[src/rtl/secs_rtc_pkg.sv]
package secs_rtc_pkg;
  localparam logic [3:0] A_CTRL_LO = 4'd0;
  localparam logic [3:0] A_CTRL_HI = 4'd1;
  localparam logic [3:0] A_RLD_HI  = 4'd2;
  localparam logic [3:0] A_RLD_LO  = 4'd3;
  localparam logic [3:0] A_DIV_HI  = 4'd4;
  localparam logic [3:0] A_DIV_LO  = 4'd5;
  localparam logic [3:0] A_CNT_HI  = 4'd6;
  localparam logic [3:0] A_CNT_LO  = 4'd7;
  localparam logic [3:0] A_ALM_HI  = 4'd8;
  localparam logic [3:0] A_ALM_LO  = 4'd9;

  localparam int unsigned F_SEC  = 0;
  localparam int unsigned F_ALM  = 1;
  localparam int unsigned F_OVF  = 2;
  localparam int unsigned F_SYNC = 3;
  localparam int unsigned F_CFG  = 4;
  localparam int unsigned F_DONE = 5;

  localparam int unsigned NSLOT = 6;
  localparam int unsigned S_RHI = 0;
  localparam int unsigned S_RLO = 1;
  localparam int unsigned S_CHI = 2;
  localparam int unsigned S_CLO = 3;
  localparam int unsigned S_AHI = 4;
  localparam int unsigned S_ALO = 5;
endpackage

[src/rtl/rtc_cfg_stage.sv]
module rtc_cfg_stage #(
  parameter int BUS_W        = 16,
  parameter int NSL          = 6,
  parameter int COMMIT_TICKS = 3
) (
  input  logic                      clk,
  input  logic                      rst_n,
  input  logic                      tick_en,
  input  logic                      stage_we,
  input  logic [NSL-1:0]            stage_sel,
  input  logic [BUS_W-1:0]          wdata,
  input  logic                      cfg_exit,
  output logic                      busy,
  output logic                      apply,
  output logic [NSL-1:0]            pend,
  output logic [NSL-1:0][BUS_W-1:0] staged
);
  localparam int CW = (COMMIT_TICKS > 1) ? $clog2(COMMIT_TICKS) : 1;
  localparam logic [CW-1:0] LAST = CW'(COMMIT_TICKS - 1);

  logic           busy_d;
  logic [CW-1:0]  cnt_q, cnt_d;
  logic [NSL-1:0] pend_d;

  assign apply = busy && tick_en && (cnt_q == LAST);

  always_comb begin
    busy_d = busy;
    cnt_d  = cnt_q;
    pend_d = pend;
    if (apply) begin
      busy_d = 1'b0;
      cnt_d  = '0;
      pend_d = '0;
    end else if (busy && tick_en) begin
      cnt_d = cnt_q + 1'b1;
    end else if (!busy && cfg_exit && (|pend)) begin
      busy_d = 1'b1;
      cnt_d  = '0;
    end
    if (stage_we) pend_d = pend_d | stage_sel;
  end

  always_ff @(posedge clk or negedge rst_n) begin
    if (!rst_n) begin
      busy  <= 1'b0;
      cnt_q <= '0;
      pend  <= '0;
    end else begin
      busy  <= busy_d;
      cnt_q <= cnt_d;
      pend  <= pend_d;
    end
  end

  for (genvar g = 0; g < NSL; g++) begin : g_slot
    always_ff @(posedge clk or negedge rst_n) begin
      if (!rst_n)                       staged[g] <= '0;
      else if (stage_we && stage_sel[g]) staged[g] <= wdata;
    end
  end

  p_apply_ends_r5: assert property (@(posedge clk) disable iff (!rst_n)
    apply |=> (!busy && pend == '0));
  p_busy_has_work_r5: assert property (@(posedge clk) disable iff (!rst_n)
    busy |-> (|pend));
  p_no_stage_in_commit_r4: assert property (@(posedge clk) disable iff (!rst_n)
    stage_we |-> !busy);
endmodule

[src/rtl/rtc_prescaler.sv]
module rtc_prescaler #(
  parameter int              BUS_W    = 16,
  parameter int              RLD_W    = 20,
  parameter logic [RLD_W-1:0] RLD_INIT = 20'h07FFF
) (
  input  logic                  clk,
  input  logic                  rst_n,
  input  logic                  tick_en,
  input  logic                  restart,
  input  logic                  ld_hi,
  input  logic                  ld_lo,
  input  logic [RLD_W-BUS_W-1:0] hi_val,
  input  logic [BUS_W-1:0]      lo_val,
  output logic [RLD_W-1:0]      reload,
  output logic [RLD_W-1:0]      div,
  output logic                  sec_tick
);
  localparam int RH_W = RLD_W - BUS_W;

  logic [RLD_W-1:0] rld_d, div_d;

  assign rld_d[RLD_W-1:BUS_W] = ld_hi ? hi_val : reload[RLD_W-1:BUS_W];
  assign rld_d[BUS_W-1:0]     = ld_lo ? lo_val : reload[BUS_W-1:0];
  assign sec_tick = tick_en && (div == '0) && !restart;

  always_comb begin
    div_d = div;
    if (restart)              div_d = rld_d;
    else if (tick_en) begin
      if (div == '0)          div_d = reload;
      else                    div_d = div - 1'b1;
    end
  end

  always_ff @(posedge clk or negedge rst_n) begin
    if (!rst_n) begin
      reload <= RLD_INIT;
      div    <= RLD_INIT;
    end else begin
      reload <= rld_d;
      div    <= div_d;
    end
  end

  p_div_bound_r2: assert property (@(posedge clk) disable iff (!rst_n)
    div <= reload);
  p_reload_on_second_r2: assert property (@(posedge clk) disable iff (!rst_n)
    sec_tick |=> div == $past(reload));
  p_count_down_r2: assert property (@(posedge clk) disable iff (!rst_n)
    (tick_en && !restart && div != '0) |=> div == $past(div) - 1'b1);
  p_load_pairs_r5: assert property (@(posedge clk) disable iff (!rst_n)
    (ld_hi || ld_lo) |-> restart);
endmodule

[src/rtl/rtc_seconds.sv]
module rtc_seconds #(
  parameter int BUS_W = 16,
  parameter int CNT_W = 32
) (
  input  logic                   clk,
  input  logic                   rst_n,
  input  logic                   sec_tick,
  input  logic                   ld_cnt_hi,
  input  logic                   ld_cnt_lo,
  input  logic                   ld_alm_hi,
  input  logic                   ld_alm_lo,
  input  logic [CNT_W-BUS_W-1:0] cnt_hi_val,
  input  logic [BUS_W-1:0]       cnt_lo_val,
  input  logic [CNT_W-BUS_W-1:0] alm_hi_val,
  input  logic [BUS_W-1:0]       alm_lo_val,
  output logic [CNT_W-1:0]       count,
  output logic [CNT_W-1:0]       alarm,
  output logic                   ev_alarm,
  output logic                   ev_wrap
);
  logic [CNT_W-1:0] cnt_inc, cnt_d, alm_d;

  assign cnt_inc  = count + 1'b1;
  assign ev_alarm = sec_tick && (cnt_inc == alarm);
  assign ev_wrap  = sec_tick && (&count);

  always_comb begin
    cnt_d = count;
    if (ld_cnt_hi || ld_cnt_lo) begin
      cnt_d[CNT_W-1:BUS_W] = ld_cnt_hi ? cnt_hi_val : count[CNT_W-1:BUS_W];
      cnt_d[BUS_W-1:0]     = ld_cnt_lo ? cnt_lo_val : count[BUS_W-1:0];
    end else if (sec_tick) begin
      cnt_d = cnt_inc;
    end
    alm_d = alarm;
    if (ld_alm_hi) alm_d[CNT_W-1:BUS_W] = alm_hi_val;
    if (ld_alm_lo) alm_d[BUS_W-1:0]     = alm_lo_val;
  end

  always_ff @(posedge clk or negedge rst_n) begin
    if (!rst_n) begin
      count <= '0;
      alarm <= '1;
    end else begin
      count <= cnt_d;
      alarm <= alm_d;
    end
  end

  p_step_r3: assert property (@(posedge clk) disable iff (!rst_n)
    (sec_tick && !ld_cnt_hi && !ld_cnt_lo) |=> count == $past(count) + 1'b1);
  p_wrap_zero_r6: assert property (@(posedge clk) disable iff (!rst_n)
    ev_wrap |=> count == '0);
  p_alarm_reached_r7: assert property (@(posedge clk) disable iff (!rst_n)
    (ev_alarm && !ld_alm_hi && !ld_alm_lo) |=> count == alarm);
endmodule

[src/rtl/secs_rtc.sv]
module secs_rtc
  import secs_rtc_pkg::*;
#(
  parameter int               BUS_W        = 16,
  parameter int               RLD_W        = 20,
  parameter int               CNT_W        = 32,
  parameter int               COMMIT_TICKS = 3,
  parameter logic [RLD_W-1:0] RLD_INIT     = 20'h07FFF
) (
  input  logic             clk,
  input  logic             rst_n,
  input  logic             tick_en,
  input  logic             bus_sel,
  input  logic             bus_wr,
  input  logic [3:0]       bus_addr,
  input  logic [BUS_W-1:0] bus_wdata,
  output logic [BUS_W-1:0] bus_rdata,
  output logic             irq
);
  localparam int RH_W = RLD_W - BUS_W;
  localparam int CH_W = CNT_W - BUS_W;

  logic [1:0] rs_q;
  logic       rstc_n;
  always_ff @(posedge clk or negedge rst_n) begin
    if (!rst_n) rs_q <= 2'b00;
    else        rs_q <= {rs_q[0], 1'b1};
  end
  assign rstc_n = rs_q[1];

  logic             wr, wr_ctl_lo, wr_ctl_hi, cfg_exit, stage_we;
  logic [NSLOT-1:0] stage_sel, pend;
  logic [NSLOT-1:0][BUS_W-1:0] staged;
  logic             busy, apply, restart, sec_tick, ev_alarm, ev_wrap;
  logic [RLD_W-1:0] reload, div;
  logic [CNT_W-1:0] count, alarm;
  logic             cfg_q, cfg_d, sync_q, sync_d;
  logic [2:0]       flags_q, flags_d, ie_q, ie_d, ev;

  assign wr        = bus_sel && bus_wr;
  assign wr_ctl_lo = wr && (bus_addr == A_CTRL_LO);
  assign wr_ctl_hi = wr && (bus_addr == A_CTRL_HI);
  assign cfg_exit  = wr_ctl_lo && cfg_q && !bus_wdata[F_CFG];

  always_comb begin
    stage_sel = '0;
    case (bus_addr)
      A_RLD_HI: stage_sel[S_RHI] = 1'b1;
      A_RLD_LO: stage_sel[S_RLO] = 1'b1;
      A_CNT_HI: stage_sel[S_CHI] = 1'b1;
      A_CNT_LO: stage_sel[S_CLO] = 1'b1;
      A_ALM_HI: stage_sel[S_AHI] = 1'b1;
      A_ALM_LO: stage_sel[S_ALO] = 1'b1;
      default:  stage_sel = '0;
    endcase
  end
  assign stage_we = wr && cfg_q && !busy && (|stage_sel);

  rtc_cfg_stage #(.BUS_W(BUS_W), .NSL(NSLOT), .COMMIT_TICKS(COMMIT_TICKS)) u_stage (
    .clk(clk), .rst_n(rstc_n), .tick_en(tick_en), .stage_we(stage_we),
    .stage_sel(stage_sel), .wdata(bus_wdata), .cfg_exit(cfg_exit),
    .busy(busy), .apply(apply), .pend(pend), .staged(staged));

  assign restart = apply && (|pend[S_CLO:S_RHI]);

  rtc_prescaler #(.BUS_W(BUS_W), .RLD_W(RLD_W), .RLD_INIT(RLD_INIT)) u_presc (
    .clk(clk), .rst_n(rstc_n), .tick_en(tick_en), .restart(restart),
    .ld_hi(apply && pend[S_RHI]), .ld_lo(apply && pend[S_RLO]),
    .hi_val(staged[S_RHI][RH_W-1:0]), .lo_val(staged[S_RLO]),
    .reload(reload), .div(div), .sec_tick(sec_tick));

  rtc_seconds #(.BUS_W(BUS_W), .CNT_W(CNT_W)) u_secs (
    .clk(clk), .rst_n(rstc_n), .sec_tick(sec_tick),
    .ld_cnt_hi(apply && pend[S_CHI]), .ld_cnt_lo(apply && pend[S_CLO]),
    .ld_alm_hi(apply && pend[S_AHI]), .ld_alm_lo(apply && pend[S_ALO]),
    .cnt_hi_val(staged[S_CHI][CH_W-1:0]), .cnt_lo_val(staged[S_CLO]),
    .alm_hi_val(staged[S_AHI][CH_W-1:0]), .alm_lo_val(staged[S_ALO]),
    .count(count), .alarm(alarm), .ev_alarm(ev_alarm), .ev_wrap(ev_wrap));

  assign ev = {ev_wrap, ev_alarm, sec_tick};

  always_comb begin
    flags_d = (wr_ctl_lo ? (flags_q & bus_wdata[2:0]) : flags_q) | ev;
    cfg_d   = wr_ctl_lo ? bus_wdata[F_CFG] : cfg_q;
    ie_d    = wr_ctl_hi ? bus_wdata[2:0] : ie_q;
    sync_d  = sync_q;
    if (tick_en)                             sync_d = 1'b1;
    else if (wr_ctl_lo && !bus_wdata[F_SYNC]) sync_d = 1'b0;
  end

  always_ff @(posedge clk or negedge rstc_n) begin
    if (!rstc_n) begin
      flags_q <= '0;
      cfg_q   <= 1'b0;
      sync_q  <= 1'b0;
      ie_q    <= '0;
    end else begin
      flags_q <= flags_d;
      cfg_q   <= cfg_d;
      sync_q  <= sync_d;
      ie_q    <= ie_d;
    end
  end

  assign irq = |(flags_q & ie_q);

  always_comb begin
    bus_rdata = '0;
    case (bus_addr)
      A_CTRL_LO: begin
        bus_rdata[2:0]    = flags_q;
        bus_rdata[F_SYNC] = sync_q;
        bus_rdata[F_CFG]  = cfg_q;
        bus_rdata[F_DONE] = !busy;
      end
      A_CTRL_HI: bus_rdata[2:0] = ie_q;
      A_RLD_HI:  bus_rdata = BUS_W'(reload[RLD_W-1:BUS_W]);
      A_RLD_LO:  bus_rdata = reload[BUS_W-1:0];
      A_DIV_HI:  bus_rdata = BUS_W'(div[RLD_W-1:BUS_W]);
      A_DIV_LO:  bus_rdata = div[BUS_W-1:0];
      A_CNT_HI:  bus_rdata = BUS_W'(count[CNT_W-1:BUS_W]);
      A_CNT_LO:  bus_rdata = count[BUS_W-1:0];
      A_ALM_HI:  bus_rdata = BUS_W'(alarm[CNT_W-1:BUS_W]);
      A_ALM_LO:  bus_rdata = alarm[BUS_W-1:0];
      default:   bus_rdata = '0;
    endcase
  end

  p_sec_flag_set_r8: assert property (@(posedge clk) disable iff (!rstc_n)
    sec_tick |=> flags_q[F_SEC]);
  p_sec_flag_clear_r8: assert property (@(posedge clk) disable iff (!rstc_n)
    (wr_ctl_lo && !bus_wdata[F_SEC] && !sec_tick) |=> !flags_q[F_SEC]);
  p_irq_masked_r9: assert property (@(posedge clk) disable iff (!rstc_n)
    (ie_q == 3'b000) |-> !irq);
  p_sync_after_tick_r10: assert property (@(posedge clk) disable iff (!rstc_n)
    tick_en |=> sync_q);
endmodule

[config.mk]
export PLATFORM = sky130hd
export DESIGN_NAME = secs_rtc
export DESIGN_NICKNAME = d
export VERILOG_FILES = /design/src/rtl/secs_rtc_pkg.sv /design/src/rtl/rtc_cfg_stage.sv /design/src/rtl/rtc_prescaler.sv /design/src/rtl/rtc_seconds.sv /design/src/rtl/secs_rtc.sv
export SDC_FILE = /design/constraint.sdc
export NUM_CORES = 1
export LEC_CHECK = 0
export ABC_AREA = 1
export BUFFER_PORTS_ARGS = -buffer_cell sky130_fd_sc_hd__buf_2
export CAP_MARGIN = 15
export CORE_ASPECT_RATIO = 0.75
export CORE_MARGIN = 1.5
export CORE_UTILIZATION = 27
export CTS_CLUSTER_DIAMETER = 60
export DETAILED_ROUTE_END_ITERATION = 6
export RECOVER_POWER = 25
export SLEW_MARGIN = 20
export SYNTH_ARGS = -nofsm -noshare
export SYNTH_HDL_FRONTEND = slang
export SYNTH_SLANG_ARGS = --single-unit
[constraint.sdc]
create_clock -name clk -period 8.54 [get_ports clk]
set_input_delay 0 -clock clk [delete_from_list [all_inputs] [get_ports clk]]
set_output_delay 0 -clock clk [all_outputs]
set_load 0.1 [all_outputs]
==> impl_results.md <==
* Status: finished with violations
* Failing checks: capacitance limit, slew limit
* Post-synth EDFFs at 0
* RSZ-0062 raised after global routing: no
* Total number of vias at 10,400
* Fmax at 0.288 GHz
* Layout cells sized above 1 at between 10% and 20%
* Hold Vio Cnt, Final at 0
* DRT antenna net count at 0
* CTS HTree Levels at 1
* Ys async rst share at 100%
* Clk root buf: clkbuf_16
* Lkg Pwr at roughly 0.0061 µW
* Setup crit end kind: asynchronous set/reset pin
* CTS max path bufs at 3
* Instance count of the mapped netlist at between 1,000 and 1,500
* Area leader, netlist: dfrtp_1
* Worst-Margin Slew at 2.90 ns
* Min cycle time layout at 3.47 ns
* Clk pin slew, worst setup/hold paths at 0.07 ns
* Period utilisation layout at 40.6%
* Wire per inst at 19.8 µm
* Mapped cell area at 11,100 µm²
* Skew final at 0.0250 ns
* CP bufs+invs at 1
* Vias in the first global route at 9,777
* CTS sink count at 207
* Register bit total from synthesis at 207
* Largest net degree at the start of global routing at 75
* CP Data Arrival Time at 3.99 ns
* Num CTS Buffers at 24
* Site row count at 64
* Setup-failing EPs final at 0
* Cts repair resizes at 0
* CP startpoint: rs_q[1]$_DFF_PN0_
* Post-Synth Adder-Cell Area at 0.449%
* All-Layer GR Usage at 18.9%
* Avg Inst Size Synth at 7.76 µm²
* CP top delay family: flip-flops
* Die Height at roughly 180 µm
* Placer Congestion at about 0.93
* Antenna cells at 0
* Crit path required time at between 9 and 10 ns
* Post-synth top area share at 32.6%
* Max Cap Violations at 1
* Post-Syn Nets at ~1,500
* Gr ovfl total at 0
* Global-route wire length before repair at 60,300 µm
* Main combinational cell family by area after synthesis: simple AND/OR/NAND/NOR gates
* Area growth syn-to-layout at 14.6%
* Vias/cell at 5.11
* Final core utilization at 31.3%
* Crit Path Category: reg2async
* Crit path max-delay cell type: dfrtp_1
* Mux share of post-synthesis cell area at between 1 and 1.5%
* Core footprint at slightly above 40,000 µm²
* Compound-gate portion of the synthesized area at ~18%
* CP Launch Type: flip-flop
* Worst-skew pair later-pin latency at ~0.55 ns
* Crit-path cells: buf_4
* Fillers at 4,358
* Most common cell in the netlist: nand2_1
* DRC at 0
* Hold crit path type: in2reg
* Slew margin rel. at -93.5%
* Pre-antenna DRT Iters at 5
* CTS tree: built
* Drt total wl at between 40,000 and 50,000 µm
* Final net count at 1,511
* Syn. warnings at 0
* Slowest stage delay, CP at 2.30 ns
* Top cells by count, synth: nand2_1, o21ai_0, inv_1
* Synth area leaders: dfrtp_1, dfstp_2, nand2_1
* Xor and xnor fraction of the mapped netlist area at 1.19%
* Most common flop cell mapped by yosys: dfrtp_1
* Max-slew violation count at 73
* Sequential fraction of the synthesis area at 47.2%
* PortBufs at 41
* # IOs at 42
* TNS Setup at 0 ns
* Hold wc startpoint: bus_addr[3]
* Crit Path Max Fanout at 74
* Power per cell area at 305 nW/µm²
* Initial antenna violation count at 1
* Netlist cell types at between 40 and 50
* Simple-Gate Fraction of Synth Area at approximately a quarter
* Placed Area at 11,800 µm²
* Die area at 42,500 µm²
* Detailed placement HPWL at 30,200 µm
* FF-to-FF Start: rs_q[1]$_DFF_PN0_
* Peak supply drop at approximately 0.17 mV
* Initial Utilization at 27.3%
* Drt first-iter violations at 1,146
* Post-route cell area at 12,800 µm²
* Die Width at approximately 240 µm
## registers in the layout, summed over array words and instances (netlist names)
| register | cells |
|---|---|
| cfg_q | 1 |
| flags_q | 3 |
| ie_q | 3 |
| rs_q | 2 |
| sync_q | 1 |
| u_presc.div | 20 |
| u_presc.reload | 20 |
| u_secs.alarm | 32 |
| u_secs.count | 32 |
| u_stage.busy | 1 |
| u_stage.cnt_q | 2 |
| u_stage.pend | 6 |
| u_stage.staged | 84 |
## cells by family (layout without fill, tap and decap cells)
logic type,Yosys count,in the layout
xor gates and xnor gates,12,12
muxes,12,12
AOI/OAI and AO/OA,346,346
DFF,207,207
buffers and inverters,210,273
and+or+nand+nor,645,645
adders and majority gates,4,4
other,1,1
## cell usage in the layout (no fill, tap or decap), types with 3 or more instances in the layout
cell type / n
dlygate4sd3_1: 19
clkbuf_8: 3
o2111ai_1: 3
o221ai_1: 5
o21ai_1: 4
o21ai_0: 163
nor3_1: 4
o211ai_1: 33
o31ai_1: 3
nand2_2: 6
a31oi_1: 4
nand3_1: 92
buf_2: 36
nand2_4: 3
a22oi_1: 11
inv_2: 6
nor2_4: 10
a221oi_1: 13
ha_1: 4
o22ai_1: 29
xor2_1: 9
inv_1: 150
mux2_2: 10
nor2_1: 136
clkinv_2: 5
nand4_1: 6
buf_4: 8
clkbuf_16: 24
nand2_1: 370
dfstp_2: 62
nor2_2: 9
dfrtp_1: 145
a21oi_1: 77
nand3_2: 3
clkinv_1: 5
clkbuf_1: 13
## path summary, 6_finish.rpt
| path | to | slack [ns] | cells past startpoint |
|---|---|---|---|
| worst min-delay path | ie_q[2]$_DFFE_PN0P_ | 0.06 | 6 |
| worst max-delay path | u_presc.reload[16]$_DFF_PN0_ | 5.07 | 1 |
| max in group clk | u_presc.div[17]$_DFFE_PN0P_ | 5.24 | 9 |
| worst max register to register | u_presc.reload[16]$_DFF_PN0_ | 5.07 | 1 |
| min in group asynchronous | rs_q[1]$_DFF_PN0_ | 0.32 | 3 |
| worst min register to register | rs_q[1]$_DFF_PN0_ | 0.34 | 0 |
## where the power goes
part           internal (µW)  total, µW  switching (µW)
clock network            581       1020             437
registers               1300       1600             294
logic                    384       1280             895
## what timing repair did
item	4_1_cts	5_1_grt
endpoints found under the hold margin	99	0
hold buffers	19	0
setup buffers	0	0
## per-stage QoR
stage | setup WS (ns) | power [µW] | hold slack (ns) | cells
final | 5.07 | 3890 | 0.0570 | 2028
after global routing | 4.37 | 4130 | 0.0997 | 2028
after CTS | 5.74 | 3880 | 0.0321 | 2028
after detailed placement | 5.75 | 2840 | -0.211 | 1965
after global placement | 5.82 | 2830 | -0.213 | 1965
after floorplan | 2.45 | 2420 | -0.296 | 1437
## routing by layer
metal	global-route usage, %	share of wire, %	vias up	wire length (µm)
li1	-	-	4862	-
met4	4.51	2.5	2	988
met2	26.4	40	396	16000
met3	4.67	9.0	63	3630
met5	0	0.035	-	14
met1	28.7	49	5033	19600
## cell type report
| type | instances | area, µm² | share of cell area [%] |
|---|---|---|---|
| Sequential cell | 207 | 5260 | 41.2 |
| Clock buffer | 35 | 672 | 5.26 |
| Inverter | 161 | 604 | 4.73 |
| Multi-Input combinational cell | 1020 | 5030 | 39.4 |
| Clock inverter | 9 | 96.3 | 0.754 |
| Tap cell | 528 | 661 | 5.17 |
| Timing Repair Buffer | 68 | 449 | 3.52 |
Power figures use the tool's default switching activity.
